[src/rtl/cyc_pkg.sv]
package cyc_pkg;

  // Remainder of x^k modulo g(x) = x^r + taps, as an r-bit value (bit i = coefficient of x^i).
  function automatic int unsigned pow_mod(input int k, input int r, input int unsigned taps);
    int unsigned v;
    int unsigned msk;
    v   = 1;
    msk = (32'd1 << r) - 32'd1;
    for (int j = 0; j < k; j++) begin
      logic carry;
      carry = v[r-1];
      v = (v << 1) & msk;
      if (carry) v = v ^ taps;
    end
    return v & msk;
  endfunction

  // Remainder of an n-bit word (bit i = coefficient of x^i) modulo g(x).
  function automatic int unsigned word_rem(input int unsigned w, input int n, input int r,
                                           input int unsigned taps);
    int unsigned acc;
    acc = 0;
    for (int i = 0; i < n; i++) begin
      if (w[i]) acc = acc ^ pow_mod(i, r, taps);
    end
    return acc;
  endfunction

endpackage

[src/rtl/cyc_lfsr_step.sv]
// One combinational step of a division register for g(x) = x^R + taps.
// PREMUL=1: input is premultiplied by x^R (encoder form).
// PREMUL=0: plain division of the incoming stream (syndrome form).
module cyc_lfsr_step #(
  parameter int          R      = 3,
  parameter int unsigned GTAPS  = 3,
  parameter bit          PREMUL = 1'b1
) (
  input  logic [R-1:0] cur,
  input  logic         din,
  output logic [R-1:0] nxt
);
  localparam logic [R-1:0] TAPV = R'(GTAPS);

  logic top_xor;
  logic fbk;

  assign top_xor = din ^ cur[R-1];

  if (PREMUL) begin : g_pre
    assign fbk = top_xor;
  end else begin : g_div
    assign fbk = cur[R-1];
  end

  assign nxt[0] = top_xor;

  for (genvar i = 1; i < R; i++) begin : g_stage
    if (TAPV[i]) begin : g_tap
      assign nxt[i] = cur[i-1] ^ fbk;
    end else begin : g_pass
      assign nxt[i] = cur[i-1];
    end
  end
endmodule

[src/rtl/cyc_encoder.sv]
module cyc_encoder #(
  parameter int          N     = 7,
  parameter int          K     = 4,
  parameter int unsigned GTAPS = 3
) (
  input  logic         clk,
  input  logic         rst,
  input  logic         in_valid,
  input  logic         in_sow,
  input  logic         in_bit,
  output logic [N-1:0] cw,
  output logic         cw_valid
);
  localparam int R  = N - K;
  localparam int CW = $clog2(K + 1);

  logic [R-1:0]  par_q, par_base, par_nx;
  logic [K-1:0]  msg_q, msg_base, msg_nx;
  logic [CW-1:0] cnt_q, cnt_base;
  logic          open_q;
  logic          accept, last;

  assign accept   = in_valid && (in_sow || open_q);
  assign par_base = in_sow ? '0 : par_q;
  assign msg_base = in_sow ? '0 : msg_q;
  assign cnt_base = in_sow ? '0 : cnt_q;
  assign last     = accept && (cnt_base == CW'(K - 1));

  if (K > 1) begin : g_msg_wide
    assign msg_nx = {msg_base[K-2:0], in_bit};
  end else begin : g_msg_one
    assign msg_nx = in_bit;
  end

  cyc_lfsr_step #(.R(R), .GTAPS(GTAPS), .PREMUL(1'b1)) u_step (
    .cur (par_base),
    .din (in_bit),
    .nxt (par_nx)
  );

  always_ff @(posedge clk) begin
    if (rst) begin
      par_q    <= '0;
      msg_q    <= '0;
      cnt_q    <= '0;
      open_q   <= 1'b0;
      cw       <= '0;
      cw_valid <= 1'b0;
    end else begin
      cw_valid <= 1'b0;
      if (accept) begin
        par_q <= par_nx;
        msg_q <= msg_nx;
        if (last) begin
          open_q   <= 1'b0;
          cnt_q    <= '0;
          cw       <= {msg_nx, par_nx};
          cw_valid <= 1'b1;
        end else begin
          open_q <= 1'b1;
          cnt_q  <= cnt_base + CW'(1);
        end
      end
    end
  end
endmodule

[src/rtl/cyc_syndrome.sv]
module cyc_syndrome #(
  parameter int          N     = 7,
  parameter int          R     = 3,
  parameter int unsigned GTAPS = 3
) (
  input  logic         clk,
  input  logic         rst,
  input  logic         in_valid,
  input  logic         in_sow,
  input  logic         in_bit,
  output logic         done,
  output logic [R-1:0] syn_nx,
  output logic [N-1:0] word_nx
);
  localparam int CW = $clog2(N + 1);

  logic [R-1:0]  syn_q, syn_base;
  logic [N-1:0]  word_q, word_base;
  logic [CW-1:0] cnt_q, cnt_base;
  logic          open_q;
  logic          accept;

  assign accept    = in_valid && (in_sow || open_q);
  assign syn_base  = in_sow ? '0 : syn_q;
  assign word_base = in_sow ? '0 : word_q;
  assign cnt_base  = in_sow ? '0 : cnt_q;
  assign done      = accept && (cnt_base == CW'(N - 1));
  assign word_nx   = {word_base[N-2:0], in_bit};

  cyc_lfsr_step #(.R(R), .GTAPS(GTAPS), .PREMUL(1'b0)) u_step (
    .cur (syn_base),
    .din (in_bit),
    .nxt (syn_nx)
  );

  always_ff @(posedge clk) begin
    if (rst) begin
      syn_q  <= '0;
      word_q <= '0;
      cnt_q  <= '0;
      open_q <= 1'b0;
    end else if (accept) begin
      syn_q  <= syn_nx;
      word_q <= word_nx;
      if (done) begin
        open_q <= 1'b0;
        cnt_q  <= '0;
      end else begin
        open_q <= 1'b1;
        cnt_q  <= cnt_base + CW'(1);
      end
    end
  end
endmodule

[src/rtl/cyc_corrector.sv]
module cyc_corrector #(
  parameter int          N     = 7,
  parameter int          R     = 3,
  parameter int unsigned GTAPS = 3
) (
  input  logic         clk,
  input  logic         rst,
  input  logic         done,
  input  logic [R-1:0] syn,
  input  logic [N-1:0] word,
  output logic [N-1:0] out_word,
  output logic         out_err,
  output logic         out_valid
);
  logic [N-1:0] pat;

  // Error at bit k leaves syndrome x^k mod g; match each position against its signature.
  for (genvar k = 0; k < N; k++) begin : g_sig
    localparam int unsigned SIGK = cyc_pkg::pow_mod(k, R, GTAPS);
    assign pat[k] = (syn == SIGK[R-1:0]);
  end

  always_ff @(posedge clk) begin
    if (rst) begin
      out_word  <= '0;
      out_err   <= 1'b0;
      out_valid <= 1'b0;
    end else begin
      out_valid <= done;
      if (done) begin
        out_word <= word ^ pat;
        out_err  <= |syn;
      end
    end
  end
endmodule

[src/rtl/cyc74_codec.sv]
module cyc74_codec #(
  parameter int          N     = 7,
  parameter int          K     = 4,
  parameter int unsigned GTAPS = 3
) (
  input  logic         clk,
  input  logic         rst,
  input  logic         enc_valid,
  input  logic         enc_sow,
  input  logic         enc_bit,
  output logic [N-1:0] enc_cw,
  output logic         enc_cw_valid,
  input  logic         dec_valid,
  input  logic         dec_sow,
  input  logic         dec_bit,
  output logic [N-1:0] dec_word,
  output logic         dec_err,
  output logic         dec_word_valid
);
  localparam int R = N - K;

  logic         syn_done;
  logic [R-1:0] syn_val;
  logic [N-1:0] rx_word;

  cyc_encoder #(.N(N), .K(K), .GTAPS(GTAPS)) u_enc (
    .clk      (clk),
    .rst      (rst),
    .in_valid (enc_valid),
    .in_sow   (enc_sow),
    .in_bit   (enc_bit),
    .cw       (enc_cw),
    .cw_valid (enc_cw_valid)
  );

  cyc_syndrome #(.N(N), .R(R), .GTAPS(GTAPS)) u_syn (
    .clk      (clk),
    .rst      (rst),
    .in_valid (dec_valid),
    .in_sow   (dec_sow),
    .in_bit   (dec_bit),
    .done     (syn_done),
    .syn_nx   (syn_val),
    .word_nx  (rx_word)
  );

  cyc_corrector #(.N(N), .R(R), .GTAPS(GTAPS)) u_cor (
    .clk       (clk),
    .rst       (rst),
    .done      (syn_done),
    .syn       (syn_val),
    .word      (rx_word),
    .out_word  (dec_word),
    .out_err   (dec_err),
    .out_valid (dec_word_valid)
  );
endmodule

[config.mk]
export PLATFORM = sky130hd
export DESIGN_NAME = cyc74_codec
export DESIGN_NICKNAME = d
export VERILOG_FILES = /design/src/rtl/cyc_pkg.sv /design/src/rtl/cyc_lfsr_step.sv /design/src/rtl/cyc_encoder.sv /design/src/rtl/cyc_syndrome.sv /design/src/rtl/cyc_corrector.sv /design/src/rtl/cyc74_codec.sv
export SDC_FILE = /design/constraint.sdc
export NUM_CORES = 1
export LEC_CHECK = 0
export ABC_AREA = 1
export BUFFER_PORTS_ARGS = -buffer_cell sky130_fd_sc_hd__buf_4
export CAP_MARGIN = 20
export CORE_MARGIN = 2
export CORE_UTILIZATION = 50
export DETAILED_ROUTE_END_ITERATION = 8
export MAX_ROUTING_LAYER = met4
export PLACE_DENSITY = 0.85
export SETUP_SLACK_MARGIN = 0.3
export SYNTH_ARGS = -nofsm -noshare
export SYNTH_HDL_FRONTEND = slang
export SYNTH_SLANG_ARGS = --single-unit
[constraint.sdc]
create_clock -name clk -period 1.11 [get_ports clk]
set_input_delay 0.0555 -clock clk [delete_from_list [all_inputs] [get_ports clk]]
set_output_delay 0.0555 -clock clk [all_outputs]
set_load 0.03 [all_outputs]
Yosys cells after proc, flatten, opt, wreduce, memory -nomap -nowiden
Cells that the tools add are included.
{ "totals": {"output_inout_bits": 17, "wordCells": 50, "ff_bits": 40, "in_bits": 8} }
{ "op_classes": {"reduce_logical": 9, "addsub": 2, "muxes": 11, "eq_ne": 9, "bitwise": 6} }
{ "op_table": {"columns": ["cell", "count"], "rows": [
  ["3-bit two-way mux", 7],
  ["3-bit == test, second input constant", 5],
  ["3-bit by 2-bit == test with 1-bit output, second input constant", 3],
  ["7-bit XOR", 1],
  ["3-bit by 1-bit adder with 3-bit output, second input constant", 2],
  ["6-bit two-way mux", 1],
  ["1-bit logical AND", 4],
  ["1-bit XOR", 4],
  ["3-bit by 1-bit == test with 1-bit output, second input constant", 1],
  ["1-bit two-way mux", 3],
  ["3-bit OR reduction", 1],
  ["1-bit logical OR", 2],
  ["2-bit AND reduction", 1],
  ["2-bit OR reduction", 1],
  ["1-bit inverter", 1]
]} }

Logic depth before layout (Yosys ltp)
{ "depth": {"depth_word": 4, "ltp_mapped": 9, "ltp_nobuf": 8} }

Hierarchy
Synthesis repeated with hierarchy kept, for this count alone.
{ "unflattened": {"cells_unflattened": 275, "hier_area_um2": 2031.9} }
{ "by_module_without_submodules": {"columns": ["mod", "cells_each", "area_each_um2", "seq_area_each_um2", "n_inst"], "rows": [
  ["cyc_encoder", 93, 747.0, 360.3, 1],
  ["cyc_syndrome", 85, 633.1, 260.2, 1],
  ["cyc_corrector", 73, 544.3, 180.2, 1],
  ["cyc_lfsr_step (u_enc.u_step)", 13, 58.8, 0.0, 1],
  ["cyc_lfsr_step (u_syn.u_step)", 11, 48.8, 0.0, 1]
]} }

Least setup slack after synthesis
OpenSTA, ideal clock, no wires.
{ "synth_path": {"path_type": "reg-to-reg", "from": "register u_enc.cnt_q[0]", "to": "register u_enc.cw[2]", "period_less_slack_ps": 1148, "path_slack_ps": -38, "setup_time_ps": 67, "n_path_buf": 0, "required_time_ps": 1043, "arrival_time_ps": 1081, "path_stages_with_launch": 8, "path_cell_list": "dfxtp_1 inv_1 nor2_1 ha_1 nand3_4 nor2_4 inv_4 o21ai_2"} }
{ "synth_between": {"elab_chain_len": 4} }
{ "synth_rtl": {"columns": ["item", "line_no", "text"], "rows": [
  ["from (decl)", "cyc_encoder.sv:19", "logic [CW-1:0] cnt_q, cnt_base;"],
  ["from (signal assigned)", "cyc_encoder.sv:61", "cnt_q <= cnt_base + CW'(1);"],
  ["3-bit two-way mux", "cyc_encoder.sv:26", "assign cnt_base = in_sow ? '0 : cnt_q;"],
  ["3-bit by 2-bit == test with 1-bit output", "cyc_encoder.sv:27", "assign last = accept && (cnt_base == CW'(K - 1));"],
  ["1-bit logical AND", "cyc_encoder.sv:27", null],
  ["2-bit AND reduction (no line)", null, null],
  ["to (signal assigned)", "cyc_encoder.sv:57", "cw <= {msg_nx, par_nx};"],
  ["to (decl)", "cyc_encoder.sv:11", "output logic [N-1:0] cw,"]
]} }
Every way passes these cells.
A chain may end at the register's enable or synchronous reset.

Final worst setup path
{ "layout_path": {"from": "register u_enc.cnt_q[0]", "to": "register u_enc.cw[0]"} }
The elaborated chain is that of the path after synthesis.

==> results.json <==
{
  "synth_top_area_frac": 0.4472,
  "wire_per_inst_um": 14.31,
  "powerDensity_mw_per_mm2": 1032,
  "dp_slack_ps": -137.5,
  "cp.depth": 7,
  "top_usage_layer": "met2",
  "violations": "setup timing",
  "start_util": 0.5282,
  "root_buffer": "clkbuf_4",
  "grt_pass1_vias": 1718,
  "grt_pass1_wl_um": 7465,
  "routed_wl_um": 4836,
  "routed_via_density": 5.361,
  "setup_ws_ps": -165.3,
  "yosysWarnings": 0,
  "diodes": 0,
  "drv_cap": 0,
  "rows": 21,
  "numCtsBuffers": 5,
  "dp_hpwl_um": 2629,
  "grt-ovfl-total": 0,
  "clkSlewWorstSetupHoldPaths_ps": 120,
  "final_area_mm2": 0.002766,
  "drt_iter0_drc": 112,
  "synth_top_cell_by_area": "dfxtp_1",
  "slew_viol_final": 0,
  "drive_above_1_share": 0.5993,
  "arrival_ps": 1570,
  "crit_fanout": 5,
  "drt_first_pass_iters": 4,
  "utilization": 0.8162,
  "placed_area_mm2": 0.002136,
  "use_met3": 0.04930,
  "gp_congestion": 0.8980,
  "synth_area_mm2": 0.001790,
  "setup_viol": 23,
  "seq_area_frac_synth": 0.4472,
  "layoutNonFillerInstCount": 338,
  "core_area_mm2": 0.003390,
  "slew-limit-headroom": 0.7081,
  "criticalPathCategory": "flip-flop to flip-flop",
  "num_vias": 1812,
  "use_met2": 0.4219,
  "hold_violations": 0,
  "clock-sinks": 40,
  "post-route-drc-count": 0,
  "syn_area_per_cell_um2": 7.785,
  "grt_max_degree": 18,
  "worst_setup_path_end_kind": "flip-flop",
  "clock_latency_ps": 360,
  "synth-seq-cells": 40,
  "path_buf_inv": 2,
  "ant_nets": 0,
  "fmax_ghz": 0.7841,
  "htreeDepth": 2,
  "grt_setup_unrepaired": "yes",
  "synthesis.nets": 241,
  "met1_usage": 0.2598,
  "io_buffers": 24,
  "cts_buffer_depth": 2,
  "die-area_mm2": 0.004076,
  "synth_area_leaders": "dfxtp_1, nand2_1, nand3_1",
  "antenna_found_initial": 0,
  "min_period_over_period": 1.149,
  "skew_ps": 10.42,
  "worstPathCellList": "inv_2 -> nor2_4 -> ha_4 -> nand3_4 -> nor2_4 -> inv_4 -> o21ai_2",
  "io_pins": 25,
  "die_x_um": 63.84,
  "cp_slowest_cell": "dfxtp_2",
  "die_h_um": 63.84,
  "syn_to_final_growth_pct": 54.51,
  "nets": 302,
  "placedCellCount": 310,
  "cp_slowest_stage_delay_ps": 380,
  "leakage_nw": 1.189,
  "start_kind": "flip-flop",
  "crit_required_ps": 1410,
  "period_needed_ps": 1275,
  "vdd_drop_max_mv": 1.016,
  "status": "complete, but fails checks",
  "cpMostUsedCell": "nor2_4",
  "fillers": 188,
  "gr-usage-all-layers": 0.2372,
  "min_path_type": "input port to flip-flop",
  "path_delay_family": "simple AND/OR/NAND/NOR gates",
  "syn_inst": 230,
  "synth.distinct_cells": 26,
  "hold_depth": 3,
  "cts_tree": "built",
  "fin_tns_setup_ps": -2129,
  "worstRegToRegCells": 7,
  "tightest_slew_ps": 437.1
}
[area by class of cell]
type                    instances  area, µm²  area share
multi-input cells             160       1131      0.4089
flip-flops and latches         40      837.1      0.3026
repair buffers                 59      575.6      0.2081
inverters                      25      108.9     0.03935
well taps                      46      57.56     0.02081
clock inverters                 3      18.77    0.006784
clock buffers                   5      37.54     0.01357
[cell usage in the layout (no fill, tap or decap), types with 5 or more instances in the layout]
cell      count
nand2_1      37
buf_6        34
nand3_1      25
dfxtp_2      23
buf_4        21
o21ai_2      18
dfxtp_1      15
nand2_2      13
inv_1        12
inv_2         9
a21oi_2       8
nor2_4        7
a21oi_1       7
nand2_4       6
nand4_1       6
nor2_1        6
nand3_2       5
clkbuf_4      5
[power by group]
| part | internal [W] | switching [W] |
|---|---|---|
| clock network | 0.000244 | 0.000511 |
| logic | 0.000234 | 0.000311 |
| registers | 0.00150 | 0.0000596 |
| total | 0.00197 | 0.000882 |
[worst min-delay path: stages]
cell     delay [ps]
buf_4           120
o21ai_2          60
a21oi_1         110
[state kept, by name (all words and copies together), names as in the netlist]
| signal | count |
|---|---|
| u_enc.msg_q | 3 |
| u_syn.word_q | 6 |
| u_cor.out_valid | 1 |
| u_enc.par_q | 3 |
| u_syn.cnt_q | 3 |
| u_syn.syn_q | 3 |
| u_enc.open_q | 1 |
| u_enc.cw | 7 |
| u_cor.out_err | 1 |
| u_syn.open_q | 1 |
| u_enc.cw_valid | 1 |
| u_cor.out_word | 7 |
| u_enc.cnt_q | 3 |
[cells in the mapped netlist, drive strengths merged]
master / number
ha: 3
inv: 25
o21bai: 1
a21oi: 15
buf: 6
o21ai: 24
nand4: 6
nand2: 56
or2: 1
dfxtp: 40
nor2: 16
nand3: 33
o211ai: 1
a211oi: 3
[metrics by stage]
stage | hold WS, ps | total power (W)
global route | 26.40 | 0.002949
floorplan | 124.6 | 0.001801
detailed placement | 326.5 | 0.001924
CTS | 5.922 | 0.002744
global placement | 316.1 | 0.001912
finish | 28.47 | 0.002856
[metal layers]
metal,share of wire,up-vias
met5,0,-
met3,0.039,14
met1,0.42,850
met2,0.51,57
li1,-,891
met4,0.029,0
[repair_timing]
item,CTS,global route
resized for setup,84,51
gates cloned,2,1
endpoints found under the hold margin,5,0
pin swaps,21,14
setup endpoints to repair,57,57
setup buffers,8,6
hold buffers,3,0
[kinds of logic (layout without fill, tap and decap cells)]
group	after synthesis	in the layout	synth area share
AND/OR/NAND/NOR	112	113	0.3138
AO/OA/AOI/OAI	44	44	0.1426
flip-flops	40	40	0.4472
buffers and inverters	31	92	0.07548
adder cells (fa/ha/maj)	3	3	0.02097
[final timing paths]
path / from / endpoint / slack, ps
hold reg to reg: u_cor.out_word[1]$_SDFFE_PP0P_ / u_cor.out_word[1]$_SDFFE_PP0P_ / 460
setup reg to reg: u_enc.cnt_q[0]$_SDFFE_PP0P_ / u_enc.cw[0]$_SDFFE_PP0P_ / -170
hold / removal: dec_bit / u_syn.word_q[0]$_SDFFE_PP0P_ / 30
setup / recovery: u_enc.cnt_q[0]$_SDFFE_PP0P_ / u_enc.cw[0]$_SDFFE_PP0P_ / -170
(Power assumes the default switching activity.)
